$ cat src/rtl/pipe_rx_status_pkg.sv
package pipe_rx_status_pkg;

    localparam int SYM_W = 8;
    localparam int STS_W = 3;
    localparam logic [SYM_W-1:0] EDB_BYTE = 8'hFE;

    typedef enum logic [STS_W-1:0] {
        ST_OK      = 3'b000,
        ST_BADCODE = 3'b100,
        ST_OVER    = 3'b101,
        ST_UNDER   = 3'b110,
        ST_DISP    = 3'b111
    } rx_status_e;

    typedef enum logic [2:0] {
        ACT_IDLE,
        ACT_PASS,
        ACT_SUBST,
        ACT_DROP,
        ACT_INSERT
    } rx_action_e;

    typedef struct packed {
        logic             k;
        logic [SYM_W-1:0] data;
    } sym_t;

    typedef struct packed {
        rx_action_e act;
        rx_status_e sts;
    } verdict_t;

    typedef struct packed {
        logic       valid;
        sym_t       sym;
        logic       stb;
        rx_status_e sts;
    } out_word_t;

    // Highest priority first: overrun, underrun, invalid code, disparity.
    function automatic verdict_t judge(input logic valid, input logic bad,
                                       input logic disp, input logic over,
                                       input logic under);
        verdict_t v;
        if (over) begin
            v.act = ACT_DROP;   v.sts = ST_OVER;
        end else if (under) begin
            v.act = ACT_INSERT; v.sts = ST_UNDER;
        end else if (!valid) begin
            v.act = ACT_IDLE;   v.sts = ST_OK;
        end else if (bad) begin
            v.act = ACT_SUBST;  v.sts = ST_BADCODE;
        end else if (disp) begin
            v.act = ACT_PASS;   v.sts = ST_DISP;
        end else begin
            v.act = ACT_PASS;   v.sts = ST_OK;
        end
        return v;
    endfunction

    function automatic sym_t edb_sym();
        sym_t s;
        s.k    = 1'b1;
        s.data = EDB_BYTE;
        return s;
    endfunction

endpackage

$ cat src/rtl/pipe_rx_status_classify.sv
module pipe_rx_status_classify
    import pipe_rx_status_pkg::*;
(
    input  logic     valid,
    input  logic     bad_code,
    input  logic     disp_err,
    input  logic     overrun,
    input  logic     underrun,
    output verdict_t verdict
);
    always_comb begin
        verdict = judge(valid, bad_code, disp_err, overrun, underrun);
    end
endmodule

$ cat src/rtl/pipe_rx_status_shape.sv
module pipe_rx_status_shape
    import pipe_rx_status_pkg::*;
#(
    parameter bit INVERT_K = 1'b0
)(
    input  sym_t      sym_in,
    input  logic      invert,
    input  verdict_t  verdict,
    output out_word_t word
);
    sym_t rx_sym;

    // Polarity applies to received data only; K flag kept unless configured.
    generate
        if (INVERT_K) begin : g_inv_k
            assign rx_sym.k = sym_in.k ^ invert;
        end else begin : g_keep_k
            assign rx_sym.k = sym_in.k;
        end
    endgenerate
    assign rx_sym.data = invert ? ~sym_in.data : sym_in.data;

    always_comb begin
        word.valid = 1'b0;
        word.sym   = '0;
        word.sts   = verdict.sts;
        word.stb   = (verdict.sts != ST_OK);
        unique case (verdict.act)
            ACT_PASS: begin
                word.valid = 1'b1;
                word.sym   = rx_sym;
            end
            ACT_SUBST, ACT_INSERT: begin
                word.valid = 1'b1;
                word.sym   = edb_sym();
            end
            ACT_DROP, ACT_IDLE: begin
                word.valid = 1'b0;
                word.sym   = '0;
            end
            default: begin
                word.valid = 1'b0;
                word.sym   = '0;
            end
        endcase
    end
endmodule

$ cat src/rtl/pipe_rx_status_oreg.sv
module pipe_rx_status_oreg
    import pipe_rx_status_pkg::*;
(
    input  logic      clk,
    input  logic      rst,
    input  out_word_t d,
    output out_word_t q
);
    always_ff @(posedge clk) begin
        if (rst) begin
            q.valid <= 1'b0;
            q.sym   <= '0;
            q.stb   <= 1'b0;
            q.sts   <= ST_OK;
        end else begin
            q <= d;
        end
    end
endmodule

$ cat src/rtl/pipe_rx_status.sv
module pipe_rx_status
    import pipe_rx_status_pkg::*;
(
    input  logic             clk,
    input  logic             rst,
    input  logic             in_valid,
    input  logic [SYM_W-1:0] in_data,
    input  logic             in_k,
    input  logic             in_bad_code,
    input  logic             in_disp_err,
    input  logic             eb_overrun,
    input  logic             eb_underrun,
    input  logic             pol_inv,
    output logic             out_valid,
    output logic [SYM_W-1:0] out_data,
    output logic             out_k,
    output logic             sts_valid,
    output logic [STS_W-1:0] sts_code
);
    verdict_t  verdict;
    sym_t      sym_in;
    out_word_t word_d;
    out_word_t word_q;

    assign sym_in.k    = in_k;
    assign sym_in.data = in_data;

    pipe_rx_status_classify u_classify (
        .valid    (in_valid),
        .bad_code (in_bad_code),
        .disp_err (in_disp_err),
        .overrun  (eb_overrun),
        .underrun (eb_underrun),
        .verdict  (verdict)
    );

    pipe_rx_status_shape #(.INVERT_K(1'b0)) u_shape (
        .sym_in  (sym_in),
        .invert  (pol_inv),
        .verdict (verdict),
        .word    (word_d)
    );

    pipe_rx_status_oreg u_oreg (
        .clk (clk),
        .rst (rst),
        .d   (word_d),
        .q   (word_q)
    );

    assign out_valid = word_q.valid;
    assign out_data  = word_q.sym.data;
    assign out_k     = word_q.sym.k;
    assign sts_valid = word_q.stb;
    assign sts_code  = word_q.sts;
endmodule

$ cat config.mk
export PLATFORM = sky130hd
export DESIGN_NAME = pipe_rx_status
export DESIGN_NICKNAME = d
export VERILOG_FILES = /design/src/rtl/pipe_rx_status_pkg.sv /design/src/rtl/pipe_rx_status_classify.sv /design/src/rtl/pipe_rx_status_shape.sv /design/src/rtl/pipe_rx_status_oreg.sv /design/src/rtl/pipe_rx_status.sv
export SDC_FILE = /design/constraint.sdc
export NUM_CORES = 1
export LEC_CHECK = 0
export CAP_MARGIN = 20
export CORE_MARGIN = 1.5
export CORE_UTILIZATION = 55
export DETAILED_ROUTE_END_ITERATION = 16
export DONT_BUFFER_PORTS = 1
export GPL_TIMING_DRIVEN = 0
export PLACE_DENSITY_LB_ADDON = 0.3
export SYNTH_ARGS = -nofsm -noshare
export SYNTH_HDL_FRONTEND = slang
export SYNTH_HIERARCHICAL = 1
export SYNTH_SLANG_ARGS = --single-unit
$ cat constraint.sdc
create_clock -name clk -period 3.29 [get_ports clk]
set_input_delay 0.329 -clock clk [delete_from_list [all_inputs] [get_ports clk]]
set_output_delay 0.329 -clock clk [all_outputs]
set_load 0.01 [all_outputs]
# == Word-level counts from Yosys, hierarchy flattened ==
# Index checks and enable logic that the tools add are counted.
# totals
reg_bits,14
wordCells,18
out_inout_bits,14
in_bits,17
# classes
n_bitwise,1
eq_ne,3
muxes,7
reduce_logical,2
# ops
cell,n
$mux 6,4
$pmux 10 s2,1
$mux 8,1
$not 8->8,1
$eq 3x1->1 const B,1
$eq 3x2->1 const B,1
$eq 3x3->1 const B,1
$mux 3,1
$reduce_bool 3->1,1
$reduce_or 2->1,1

# == Logic depth before layout (Yosys ltp) ==
# Gate-level depths: netlist (run 1).
# depth
ltp_word,8
ltp_mapped,6

# == By module ==
# Netlist (run 1), hierarchy kept.
# by_module_without_submodules
module,n_inst,seq_area_each_um2,area_each_um2,cells_per_inst
pipe_rx_status_oreg,1,280.3,407.9,29
pipe_rx_status_shape,1,0.0,271.5,31
pipe_rx_status_classify,1,0.0,71.3,11

# == Worst setup path before layout (run 1) ==
# OpenSTA, ideal clock, no wires.
# synth_timing
kind,input to register
startpoint,in in_valid
endpoint,reg u_oreg/q[10] in the netlist's numbering
setup_ns,0.062
required_ns,3.228
path_buffers,1
path_stages,6
arrival_ns,1.446
slack_ns,1.782
path_cell_list,nor2b_2 > a21o_1 > or3b_1 > buf_6 > o211ai_2 > nor2b_2
# synth_lines
element,line_no,text
start: declaration,pipe_rx_status.sv:6,"input logic in_valid,"
end: declaration,pipe_rx_status_oreg.sv:7,output out_word_t q

==> out/metrics.yaml, run 1 <==
logic_synthesis:
  synthAdderAreaFrac: 0
  synth_xor_area_frac: 0.105
  yosys-mux-area-fraction: 0
  synth_top_family_by_area: "simple AND/OR/NAND/NOR gates"
  ys_warn_count: 6
  synth_compound_area_frac: 0.185
  synthesis.nets: 88
  synth_area_leaders: "dfxtp_1 (37%), nor2b_2 (14%), o211ai_2 (12%)"
  async_reset_ff_frac: 0
  syn-cell-area_um2: 751
  ys_top_cells_by_count: "dfxtp_1 (14), nor2b_2 (12), xnor2_1 (9)"
  synthSimpleGateAreaFrac: 0.247
  synth-edff-count: 0
  avgSynthCellArea_um2: 10.6
  synth_top_cell_area_share: 0.373
  synth_ff_type: "dfxtp_1"
  synth_most_common_cell: "dfxtp_1"
  synth-seq-area-share: 0.373
  yosysTopAreaCell: "dfxtp_1"
  ys_types: 20
  synthCells: 71
  synth_seq_cells: 14
critical_path:
  cpMostUsedCell: "nor2b_2"
  cp.required_ps: 3500
  worstPathArrival_ps: 1500
  slowest_delay_ps: 370
  path_max_fanout: 8
  crit_slowest_cell: "or3b_1"
  path_cells: "nor2b_2 > a21o_1 > or3b_1 > buf_6 > o211ai_2 > nor2b_2"
  crit_type: "in -> reg"
  worst_setup_path_start_kind: "primary input"
  cp-end-kind: "flop"
drt:
  routed_wl_um: 1090
  wl_per_cell_um: 12.2
  dr.pass1.iters: 1
  antenna_left: 0
  drc: 0
  viasPerCell: 5.13
  first_iter_violations: 0
  vias: 462
layout:
  reg_top3: "u_oreg/q (14)"
  finish.utilization: 0.627
  instances_no_fill: 90
  largest_reg_flops: 14
  area_growth_pct: 7.33
  diodes: 0
  layout.nets: 93
  largest_register: "u_oreg/q"
  layout-drive-gt1-share: 0.413
grt:
  antenna_found_initial: 0
  grt_pass1_wl_um: 1590
  grt-ovfl-total: 0
  grt_max_degree: 11
  grt_pass1_vias: 402
  grt_usage: 0.160
status:
  status: "finished clean"
sta:
  finalCritPeriodShare: 0.393
  max_slew_margin: 0.855
  finalSetupViolations: 0
  slew_viol_final: 0
  final.setup.tns_ps: 0
  min_period_ps: 1290
  timing.hold.ws_ps: 119
  worst_pin_slew_ps: 218
  fmax_ghz: 0.774
  grt_setup_unrepaired: "false"
  hold_viol_final: 0
place:
  io_buffers: 0
  dp_hpwl_um: 818
  place_congestion: 0.692
  placed_cells: 86
worst_hold_path:
  hp-class: "in -> reg"
pwr:
  p_sw_uw: 85.0
  p_sw_frac: 0.231
  pwr-share-seq: 0.517
  vdd_drop_max_uv: 217
  power.leakage_uw: 0.000342
  p_clk_frac: 0.317
  intPower_uw: 284
  pwr-share-comb: 0.166
  p_per_area_mw_per_mm2: 458
clocking:
  root_buffer: "clkbuf_4"
  clock_path_buffers: 2
  cts-buffers-inserted: 3
  path_clk_slew_ps: 80
  post_cts.repair.setup_buffers: 0
  cts.sinks: 14
  ctsHoldBuffers: 0
  cts_max_level: 1
  cts_resized: 0
  cts_tree: "yes"
floorplanning:
  rows: 13
  boundaryPins: 31
  die_area_mm2: 0.00160
  die_w_um: 39.9
  initial_core_util: 0.584
  die_h_um: 39.9
  coreArea_mm2: 0.00128
flow_run:
  timing.max_cap.violations: 0
[worst max-delay path: cells and delay by family]
family | cells | cell delay (ps)
simple gates | 3 | 660
buf+inv | 1 | 150
compound gates | 2 | 350
[placed cells by master, fill, tap and decap left out, types with 2 or more instances in the layout]
cell and count:
buf_6 2, nor2_1 2, xnor2_1 9, and2b_1 3, o21ai_0 2, buf_2 3, a21o_1 2, clkbuf_4 3
dfxtp_1 14, or3b_1 3, buf_4 3, nor2b_2 12, o211ai_2 7, inv_1 2
[worst paths after layout]
kind | slack [ps] | from | endpoint | cells after the start
setup / recovery | 2000 | in_valid | u_oreg/q[8]$_SDFF_PP0_ | 6
hold / removal | 120 | rst | u_oreg/q[11]$_SDFF_PP0_ | 1
[per-stage QoR]
step / total power [uW] / instance area (um^2) / setup slack (ps)
5_1_grt: 390 / 806 / 1930
2_1_floorplan: 249 / 751 / 1780
3_3_place_gp: 255 / 769 / 1720
4_1_cts: 377 / 806 / 2000
3_5_place_dp: 257 / 769 / 1710
6_report: 369 / 806 / 2000
[layer usage]
layer  vias up  routed length, um  global-route usage
li1        242                  -                   -
met1       197                450               0.167
met2        21                516               0.238
met3         2                107              0.0833
met4         0                 19               0.129
met5         -                  0                   0
[cells by family after synthesis]
kind of cell | count (synthesis)
AO/OA/AOI/OAI | 14
flip-flops | 14
XOR/XNOR | 9
buffers and inverters | 10
AND/OR/NAND/NOR | 24
[power by group through the flow]
stage,registers (uW),clock network [uW],logic (uW)
final,191,117,61.1
after global routing,192,130,67.8
after global placement,195,0,60.7
after detailed placement,195,0,61.7
after CTS,191,124,62.0
after floorplan,194,0,55.5
[layout make-up]
| type | instances | area [um^2] |
|---|---|---|
| Fill cell | 121 | 479 |
| Buffer | 8 | 60.1 |
| Multi-Input combinational cell | 47 | 403 |
| Sequential cell | 14 | 280 |
| Tap cell | 15 | 18.8 |
| Inverter | 2 | 7.51 |
| Clock buffer | 4 | 36.3 |
(Power assumes the default switching activity.)
==> run 2, diff against run 1 <==
- ABC_AREA: not set -> 1
- CORE_UTILIZATION: 55 -> 53
- clock period: 3.29 -> 1.1 ns (I/O delays scaled with it)
==> run 2 against run 1 <==
  * Critical path type unchanged
  * Utilization down 0.50 points
  * Sequential share of layout area shrank 0.58 points
  * Critical endpoint is now u_oreg/q[7]$_SDFF_PP0_
  * Combinational power grew to 2.9 times the previous value
  * Design area rose by 1.7%
  * Synthesized area rose by 0.50%
==> out/metrics.yaml, run 2 <==
clocking:
  post_cts.repair.setup_buffers: 0  # unchanged
  cts_tree: "yes"
  clock_path_buffers: 2  # unchanged
  cts.sinks: 14  # unchanged
  cts-buffers-inserted: 3  # unchanged
  path_clk_slew_ps: 80  # about the same
  root_buffer: "clkbuf_4"
  cts_max_level: 1  # unchanged
sta:
  max_slew_margin: 0.883  # +0.0282
  fin_ws_ps: 248  # -1750 ps
  min_period_ps: 852
  finalSetupViolations: 0  # unchanged
  fmax_ghz: 1.17
  timing.hold.ws_ps: 25.8  # -92.8 ps
  worst_pin_slew_ps: 176  # -42.2 ps
  hold_viol_final: 0  # unchanged
  slew_viol_final: 0  # unchanged
  finalCritPeriodShare: 0.774
  grt_setup_unrepaired: "false"
  final.setup.tns_ps: 0  # unchanged
critical_path:
  path_max_fanout: 8  # unchanged
  cp-end-kind: "flop"
  cp.required_ps: 1300  # -2200 ps
  worstPathArrival_ps: 1050  # -450 ps
  worst_setup_path_start_kind: "primary input"
  crit_type: "in -> reg"
grt:
  grt_max_degree: 11  # unchanged
  grt_pass1_vias: 518  # +29%
  grt_usage: 0.177  # +0.0171
  grt_pass1_wl_um: 1980  # +24%
  antenna_found_initial: 0  # unchanged
  grt-ovfl-total: 0  # unchanged
layout:
  largest_register: "u_oreg/q"
  largest_reg_flops: 14  # unchanged
  final_common_cell: "nand2_1"
  mostFrequentLayoutCells: "nand2_1 (46), inv_1 (24), nor2_1 (17), dfxtp_1 (14), inv_2 (4)"
  instances_no_fill: 141  # +57%
  diodes: 0  # unchanged
  area_growth_pct: 8.62
  layout.nets: 144  # +55%
  layout-drive-gt1-share: 0.151  # -0.263
  reg_top3: "u_oreg/q (14)"
pwr:
  pwr-share-comb: 0.165  # about the same
  vdd_drop_max_uv: 445  # +110%
  p_per_area_mw_per_mm2: 1340  # +190%
  p_clk_frac: 0.314  # -0.003
  p_sw_uw: 277  # +230%
  intPower_uw: 818  # +190%
  p_sw_frac: 0.253  # +0.0221
  pwr-share-seq: 0.522  # +0.005
  finalPower_uw: 1090  # +200%
  power.leakage_uw: 0.000506  # +48%
logic_synthesis:
  ys_top_cells_by_count: "nand2_1 (46), inv_1 (24), nor2_1 (17)"
  synthesis.nets: 138  # +57%
  avgSynthCellArea_um2: 6.24  # -41%
  synth_ff_type: "dfxtp_1"
  synth-edff-count: 0  # unchanged
  ys_warn_count: 6  # unchanged
  syn-cell-area_um2: 754  # +0.50%
  ys_types: 15  # -25%
  synth-seq-area-share: 0.371  # -0.00186
  synth_top_cell_area_share: 0.371  # -0.00186
  synth_most_common_cell: "nand2_1"
  yosysTopAreaCell: "dfxtp_1"
  synthCells: 121  # +70%
  synth_seq_cells: 14  # unchanged
  async_reset_ff_frac: 0  # unchanged
  synth_area_leaders: "dfxtp_1 (37%), nand2_1 (23%), inv_1 (12%)"
place:
  placed_cells: 136  # +58%
  post-place-ws_ps: -43.4  # -1750 ps
  io_buffers: 0  # unchanged
  place_congestion: 0.762  # +10%
  dp_hpwl_um: 1000  # +22%
drt:
  viasPerCell: 4.25  # -17%
  vias: 599  # +30%
  first_iter_violations: 2  # +2
  antenna_left: 0  # unchanged
  routed_wl_um: 1170  # +7.1%
  drc: 0  # unchanged
  dr.pass1.iters: 2  # +1
  wl_per_cell_um: 8.31  # -32%
status:
  status: "finished clean"
floorplanning:
  die_h_um: 40.7  # +2.0%
  coreArea_mm2: 0.00132  # +2.5%
  rows: 13  # unchanged
  die_area_mm2: 0.00166  # +4.0%
  die_w_um: 40.7  # +2.0%
  boundaryPins: 31  # unchanged
  initial_core_util: 0.573  # -0.0116
flow_run:
  timing.max_cap.violations: 0  # unchanged
worst_hold_path:
  hp-class: "in -> reg"
-- run 2: stage by stage --
stage | utilization | area, um^2
2_1_floorplan | - | 754
3_3_place_gp | 0.587 | 773
3_5_place_dp | 0.587 | 773
4_1_cts | 0.622 | 820
5_1_grt | 0.622 | 820
6_report | 0.622 | 820
-- run 2: worst paths after layout --
path,startpoint,endpoint,cells past startpoint
max,eb_overrun,u_oreg/q[7]$_SDFF_PP0_,11
min,rst,u_oreg/q[8]$_SDFF_PP0_,2
-- run 2: routing by layer --
layer / global-route usage / vias up / wire (um)
met5: 0 / - / 0
met4: 0.100 / 0 / 0
met3: 0.00543 / 0 / 48
met2: 0.302 / 17 / 575
met1: 0.222 / 235 / 548
li1: - / 347 / -
-- run 2: cells by family (layout without fill, tap and decap cells) --
kind of cell / after synthesis / count (layout) / synth area share
and+or+nand+nor: 72 / 72 / 0.411
buffers and inverters: 33 / 38 / 0.199
DFF: 14 / 14 / 0.371
AOI/OAI and AO/OA: 1 / 1 / 0.00663
xor gates and xnor gates: 1 / 1 / 0.0116
-- run 2: timing repair --
action,CTS,global route
hold buffers,1,0
gates resized for setup,0,0
hold endpoints to repair,4,0
-- run 2: layout make-up --
| cell class | instances | area [um^2] |
|---|---|---|
| Buffer | 5 | 45.0 |
| Fill cell | 142 | 498 |
| Clock buffer | 4 | 36.3 |
| Timing Repair Buffer | 1 | 10.0 |
| Tap cell | 15 | 18.8 |
| Multi-Input combinational cell | 74 | 324 |
| Sequential cell | 14 | 280 |
| Inverter | 28 | 105 |
-- run 2: critical path, cell delays in order --
cell,delay (ps)
inv_2,60
nand2_2,50
inv_1,140
nor2_1,90
inv_2,80
nand2_1,80
nor2_4,160
nand2_1,70
nand2_1,60
inv_1,40
nor2_1,100
-- run 2: power by group through the flow --
stage / clock, uW / combinational, uW / sequential (uW)
6_report: 343 / 180 / 571
5_1_grt: 365 / 213 / 578
4_1_cts: 351 / 182 / 572
3_5_place_dp: 0 / 178 / 584
3_3_place_gp: 0 / 171 / 583
2_1_floorplan: 0 / 153 / 581
